**src/rtl/syncloss_pkg.sv**
```systemverilog
package syncloss_pkg;

  // register addresses seen on the write port
  localparam logic ADDR_GLOBAL = 1'b0;
  localparam logic ADDR_CTL    = 1'b1;

  // bit positions inside the registers
  localparam int BIT_PDR   = 7;
  localparam int BIT_READY = 7;
  localparam int BIT_FMT   = 1;
  localparam int BIT_MODE  = 0;

  typedef enum logic [1:0] {
    SLP_AWAKE  = 2'd0,
    SLP_ASLEEP = 2'd1,
    SLP_WARMUP = 2'd2
  } slp_state_t;

  function automatic int cnt_width(input int limit);
    return (limit > 1) ? $clog2(limit) : 1;
  endfunction

endpackage

```
**src/rtl/sld_sync_edge.sv**
```systemverilog
module sld_sync_edge #(
  parameter int STAGES = 2
) (
  input  logic clk,
  input  logic rst,
  input  logic din,
  output logic chg,
  output logic rise
);
  // pipe[STAGES-1] is the synchronized level, pipe[STAGES] its previous value
  logic [STAGES:0] pipe;

  always_ff @(posedge clk) begin
    if (rst) pipe <= '0;
    else     pipe <= {pipe[STAGES-1:0], din};
  end

  assign chg  = pipe[STAGES-1] ^ pipe[STAGES];
  assign rise = pipe[STAGES-1] & ~pipe[STAGES];
endmodule

```
**src/rtl/sld_stuck_timer.sv**
```systemverilog
module sld_stuck_timer
  import syncloss_pkg::*;
#(
  parameter int LIMIT = 6250
) (
  input  logic clk,
  input  logic rst,
  input  logic arm,
  input  logic chg,
  output logic stuck
);
  localparam int CW = cnt_width(LIMIT);
  localparam logic [CW-1:0] LAST = CW'(LIMIT - 1);

  logic [CW-1:0] cnt;

  always_ff @(posedge clk) begin
    if (rst || !arm || chg) cnt <= '0;
    else if (cnt != LAST)   cnt <= cnt + 1'b1;
  end

  assign stuck = arm && !chg && (cnt == LAST);
endmodule

```
**src/rtl/sld_ctl_regs.sv**
```systemverilog
module sld_ctl_regs
  import syncloss_pkg::*;
#(
  parameter int INIT_CYCLES = 1024
) (
  input  logic       clk,
  input  logic       rst,
  input  logic       wr_en,
  input  logic       wr_addr,
  input  logic [7:0] wr_data,
  input  logic       stuck_full,
  output logic       pdr_q,
  output logic       mode_q,
  output logic       fmt_q,
  output logic       ready
);
  localparam int IW = $clog2(INIT_CYCLES + 1);
  localparam logic [IW-1:0] INIT_LOAD = IW'(INIT_CYCLES);

  logic [IW-1:0] init_left;
  logic          unused_wr_bits;

  assign unused_wr_bits = ^wr_data[6:2];

  // global power-down/reset bit: hardware set has priority over a write
  always_ff @(posedge clk) begin
    if (rst)                                      pdr_q <= 1'b0;
    else if (stuck_full)                          pdr_q <= 1'b1;
    else if (wr_en && (wr_addr == ADDR_GLOBAL))   pdr_q <= wr_data[BIT_PDR];
  end

  // control fields, held at 0 while the power-down reset is active
  always_ff @(posedge clk) begin
    if (rst || pdr_q) begin
      mode_q <= 1'b0;
      fmt_q  <= 1'b0;
    end else if (wr_en && (wr_addr == ADDR_CTL)) begin
      mode_q <= wr_data[BIT_MODE];
      fmt_q  <= wr_data[BIT_FMT];
    end
  end

  // initial-mode window
  always_ff @(posedge clk) begin
    if (rst || pdr_q)          init_left <= INIT_LOAD;
    else if (init_left != '0)  init_left <= init_left - 1'b1;
  end

  assign ready = (init_left != '0) && !pdr_q;
endmodule

```
**src/rtl/sld_sleep_fsm.sv**
```systemverilog
module sld_sleep_fsm
  import syncloss_pkg::*;
#(
  parameter int WAKE_CYCLES = 10_000_000
) (
  input  logic clk,
  input  logic rst,
  input  logic hold,
  input  logic stuck_soft,
  input  logic rise,
  output logic mute,
  output logic awake,
  output logic coef_clr
);
  localparam int WW = cnt_width(WAKE_CYCLES);
  localparam logic [WW-1:0] WAKE_LOAD = WW'(WAKE_CYCLES - 1);

  slp_state_t    state;
  logic [WW-1:0] wake_left;

  always_ff @(posedge clk) begin
    if (rst || hold) begin
      state     <= SLP_AWAKE;
      wake_left <= '0;
      coef_clr  <= 1'b0;
    end else begin
      coef_clr <= 1'b0;
      unique case (state)
        SLP_AWAKE: begin
          if (stuck_soft) state <= SLP_ASLEEP;
        end
        SLP_ASLEEP: begin
          if (rise) begin
            state     <= SLP_WARMUP;
            wake_left <= WAKE_LOAD;
            coef_clr  <= 1'b1;
          end
        end
        SLP_WARMUP: begin
          if (stuck_soft)              state <= SLP_ASLEEP;
          else if (wake_left == '0)    state <= SLP_AWAKE;
          else                         wake_left <= wake_left - 1'b1;
        end
        default: state <= SLP_AWAKE;
      endcase
    end
  end

  assign mute  = (state == SLP_ASLEEP);
  assign awake = (state == SLP_AWAKE);
endmodule

```
**src/rtl/syncloss_pd_ctrl.sv**
```systemverilog
module syncloss_pd_ctrl
  import syncloss_pkg::*;
#(
  parameter int SYNC_STAGES  = 2,
  parameter int STUCK_CYCLES = 6250,
  parameter int WAKE_CYCLES  = 10_000_000,
  parameter int INIT_CYCLES  = 1024
) (
  input  logic       clk,
  input  logic       rst,
  input  logic       sync_in,
  input  logic       ext_clk_mode,
  input  logic       fmt_pin,
  input  logic       wr_en,
  input  logic       wr_addr,
  input  logic [7:0] wr_data,
  output logic       pdr_req,
  output logic       mute,
  output logic       coef_clr,
  output logic       run_ok,
  output logic [7:0] ctl_rd,
  output logic       fmt_ulaw
);
  logic sync_chg, sync_rise;
  logic armed, stuck;
  logic pdr_q, mode_q, fmt_q, ready;
  logic awake, sleeping;

  sld_sync_edge #(.STAGES(SYNC_STAGES)) u_sync (
    .clk  (clk),
    .rst  (rst),
    .din  (sync_in),
    .chg  (sync_chg),
    .rise (sync_rise)
  );

  assign armed = ext_clk_mode && !pdr_q && !sleeping;

  sld_stuck_timer #(.LIMIT(STUCK_CYCLES)) u_timer (
    .clk   (clk),
    .rst   (rst),
    .arm   (armed),
    .chg   (sync_chg),
    .stuck (stuck)
  );

  sld_ctl_regs #(.INIT_CYCLES(INIT_CYCLES)) u_regs (
    .clk        (clk),
    .rst        (rst),
    .wr_en      (wr_en),
    .wr_addr    (wr_addr),
    .wr_data    (wr_data),
    .stuck_full (stuck && mode_q),
    .pdr_q      (pdr_q),
    .mode_q     (mode_q),
    .fmt_q      (fmt_q),
    .ready      (ready)
  );

  sld_sleep_fsm #(.WAKE_CYCLES(WAKE_CYCLES)) u_sleep (
    .clk        (clk),
    .rst        (rst),
    .hold       (pdr_q),
    .stuck_soft (stuck && !mode_q),
    .rise       (sync_rise),
    .mute       (sleeping),
    .awake      (awake),
    .coef_clr   (coef_clr)
  );

  assign pdr_req  = pdr_q;
  assign mute     = sleeping;
  assign run_ok   = awake && !pdr_q;
  assign ctl_rd   = {ready, 5'b0, fmt_q, mode_q};
  assign fmt_ulaw = fmt_q | fmt_pin;
endmodule

```
**config.mk**
```make
export PLATFORM = sky130hd
export DESIGN_NAME = syncloss_pd_ctrl
export DESIGN_NICKNAME = d
export VERILOG_FILES = /design/src/rtl/syncloss_pkg.sv /design/src/rtl/sld_sync_edge.sv /design/src/rtl/sld_stuck_timer.sv /design/src/rtl/sld_ctl_regs.sv /design/src/rtl/sld_sleep_fsm.sv /design/src/rtl/syncloss_pd_ctrl.sv
export SDC_FILE = /design/constraint.sdc
export NUM_CORES = 1
export LEC_CHECK = 0
export ABC_CLOCK_PERIOD_IN_PS = 3200
export BUFFER_PORTS_ARGS = -buffer_cell sky130_fd_sc_hd__buf_2
export CAP_MARGIN = 15
export CORE_MARGIN = 3
export CORE_UTILIZATION = 25
export CTS_CLUSTER_DIAMETER = 100
export CTS_CLUSTER_SIZE = 25
export DETAILED_ROUTE_END_ITERATION = 7
export GPL_ROUTABILITY_DRIVEN = 0
export GPL_TIMING_DRIVEN = 1
export SLEW_MARGIN = 20
export SYNTH_ARGS = -nofsm -noshare
export SYNTH_HDL_FRONTEND = slang
export SYNTH_SLANG_ARGS = --single-unit
export TNS_END_PERCENT = 1
```
**constraint.sdc**
```tcl
create_clock -name clk -period 3.2 [get_ports clk]
set_input_delay 0.16 -clock clk [delete_from_list [all_inputs] [get_ports clk]]
set_output_delay 0.16 -clock clk [all_outputs]
set_load 0.01 [all_outputs]
```
==> results by group <==
STA
  – RSZ-0062 raised after global routing: no
  – Max Clock Skew: 0.00467 ns
  – Final number of max-transition violations: 0
  – Final TNS setup: 0 ns
  – Final count of negative-setup-slack endpoints: 0
  – Tmin final: around 2.5 ns
  – Slew @ Worst Pin: 0.664 ns
  – Max-slew headroom: 0.553
  – Crit share post-route: 0.797
  – Final WS setup: 0.650 ns
  – Fin Hold WS: roughly 0.034 ns
  – Hold Fails Final Rpt: 0
  – Fmax: a little under 400 MHz

Logic synthesis
  – Mean post-synth cell area: 8.62 sq um
  – Yosys warning count: 0
  – Post-Syn Area: 2720 sq um
  – Synth Instances: 316
  – Yosys reg bits: 57
  – Post-synthesis async set-or-reset flop share: 0
  – Largest cells by area after synthesis: dfxtp_1, xnor2_1, xor2_1
  – Register area share after synthesis: 0.419
  – Synth top area share: 0.419
  – Biggest area consumer among synthesized cells: dfxtp_1
  – Commonest register cell after synthesis: dfxtp_1
  – Cell variety after synth: between 40 and 50
  – Post-synth EDFFs: 0

Job
  – Max cap viols: 0

Setup path
  – Critical Path Source Type: flip-flop
  – Slowest cell on crit path: or4_4
  – Crit-path cells: or4_4, or4_4, nor2_1, buf_4, nor3_1, xnor2_1, a21oi_1
  – Worst Path Arrival: around 2.7 ns
  – Crit path top cell by count: or4_4
  – Worst R2R Path Depth: 7
  – Worst Path Required: about 3.4 ns
  – Internal reg-to-reg setup slack: between 0.6 and 0.7 ns
  – Setup crit end kind: flip-flop
  – RR Startpoint: u_sleep.wake_left[10]
  – Critical Path Start: u_sleep.wake_left[10]
  – Worst reg2reg path endpoint: u_sleep.wake_left[10]
  – Slowest stage delay, CP: 0.57 ns
  – Kind of critical path: reg2reg
  – Critical-path maximum fanout: 7

Final layout
  – N_diodes: 0
  – Fin nets: roughly 360
  – Area Growth Syn to Fin: 13.6%
  – Final Non-Filler Cells: ~470
  – Layout cells sized above 1: 0.131
  – Final core occ: 0.296
  – Most common cell after layout, fill and taps aside: dfxtp_1
  – Final instance area: ~3100 sq um
  – Commonest cells after routing, fill and taps aside: dfxtp_1, nor2_1, a21oi_1

Placement
  – DP Worst Slack: 0.672 ns
  – Port bufs: 17
  – Cell count after placement: around 460
  – Post-DP HPWL: approximately 3.6 mm
  – Dpl cell area: roughly 2900 sq um

Power
  – Pwr dens: 552 nW/um^2
  – Lkg Pwr: approximately 1.2 nW
  – Pwr Total: roughly 1.7 mW
  – Peak VDD IR: around 0.17 mV

Drt
  – Overall routed net length: 5.27 mm
  – Vias per std cell: between 4 and 5
  – DR iter-0 viols: 130
  – Antenna viol nets, final: 0
  – Vias after detailed routing: 2132
  – Drt drc: 0
  – Drt first pass iters: 4
  – WL/cell: 11.2 microns

CTS
  – Clk slew on worst S/H paths: approximately 0.06 ns
  – H-tree Lvls: 3
  – CTS resizes: 0
  – Hold-fix buffers, CTS: 0
  – Clock root buffer: clkbuf_8
  – Worst skew pair latency: 0.33 ns
  – Num CTS Buffers: 9
  – CTS Buffer Depth: 2
  – CTS tree: yes
  – Post-CTS setup buffers: 0
  – CTS Sinks: 57

Worst hold path
  – Worst hold endpoint: u_sync.pipe[0]
  – Hold crit path type: in2reg
  – Hold Path Origin: sync_in
  – Hold path depth: 2

Die
  – Die area: around 12000 sq um
  – Die X: around 110 microns
  – # IOs: 28
  – Core ar.: approximately 10000 sq um
  – Die Ht: about 110 microns
  – FP Rows: 37
  – Initial Util: 0.260

Global route
  – Global-route usage over all layers: 0.0956
  – Antenna violations before repair: 0
  – Vias in the first global route: between 2k and 2.5k
  – Largest net degree at the start of global routing: 30
  – Grt total ovfl: 0
  – First-pass GRT wire length: between 9 and 10 mm

Outcome
  – Outcome: finished clean
-- routing by layer --
layer | global-route usage | routed length (microns)
met1 | 0.117 | 2570
met2 | 0.155 | 2470
met3 | 0.0402 | 180
met4 | 0.0237 | 51
met5 | 0 | 0
-- registers in the layout, indices dropped and copies added (netlist names) --
register,flops
u_sync.pipe,3
u_sleep.state,2
u_regs.fmt_q,1
u_regs.pdr_q,1
u_sleep.wake_left,24
u_sleep.coef_clr,1
u_regs.init_left,11
u_timer.cnt,13
u_regs.mode_q,1
-- where the power goes --
group	leakage [nW]	switching, mW	internal [mW]
logic	0.603	0.141	0.116
clock network	0.0978	0.275	0.367
registers	0.462	0.0440	0.765
total	1.16	0.460	1.25
-- critical path: cells and delay by family (launching register included) --
family                 cells  cell delay (ns)
AO/OA/AOI/OAI              1             0.08
buffers and inverters      1             0.24
XOR/XNOR                   1             0.15
AND/OR/NAND/NOR            4             1.59
flip-flops                 1             0.36
-- synth_stat cells, drive strengths merged, types with 6 or more instances --
| cell | count |
|---|---|
| nand2 | 14 |
| inv | 8 |
| dfxtp | 57 |
| and3 | 6 |
| xor2 | 18 |
| clkbuf | 8 |
| buf | 10 |
| nand3 | 20 |
| or3 | 8 |
| a21oi | 21 |
| nor2b | 6 |
| nor4 | 8 |
| nor3 | 18 |
| xnor2 | 18 |
| nor2 | 41 |
| ha | 7 |
-- how the worst max path moves through the flow --
stage	depth (start not counted)	end
6_report	7	u_sleep.wake_left[10]
5_1_grt	6	u_sleep.wake_left[4]
4_1_cts	6	u_sleep.wake_left[4]
3_5_place_dp	6	u_sleep.wake_left[4]
3_3_place_gp	6	u_sleep.wake_left[4]
2_1_floorplan	7	u_sleep.wake_left[19]
-- layout make-up --
cell class | count | area, sq um
tap | 136 | 170
clock inverter | 4 | 45.0
clock buffer | 10 | 138
timing repair buffer | 20 | 108
fill | 1122 | 7370
sequential | 57 | 1140
inverter | 8 | 30.0
multi-input combinational | 237 | 1460
-- kinds of logic after synthesis --
family | synth area share
and+or+nand+nor | 0.298
DFF | 0.419
AOI/OAI and AO/OA | 0.0804
xor gates and xnor gates | 0.116
buffers and inverters | 0.0501
adders and majority gates | 0.0322
other | 0.00138
muxes | 0.00367
(Power assumes the default switching activity.)
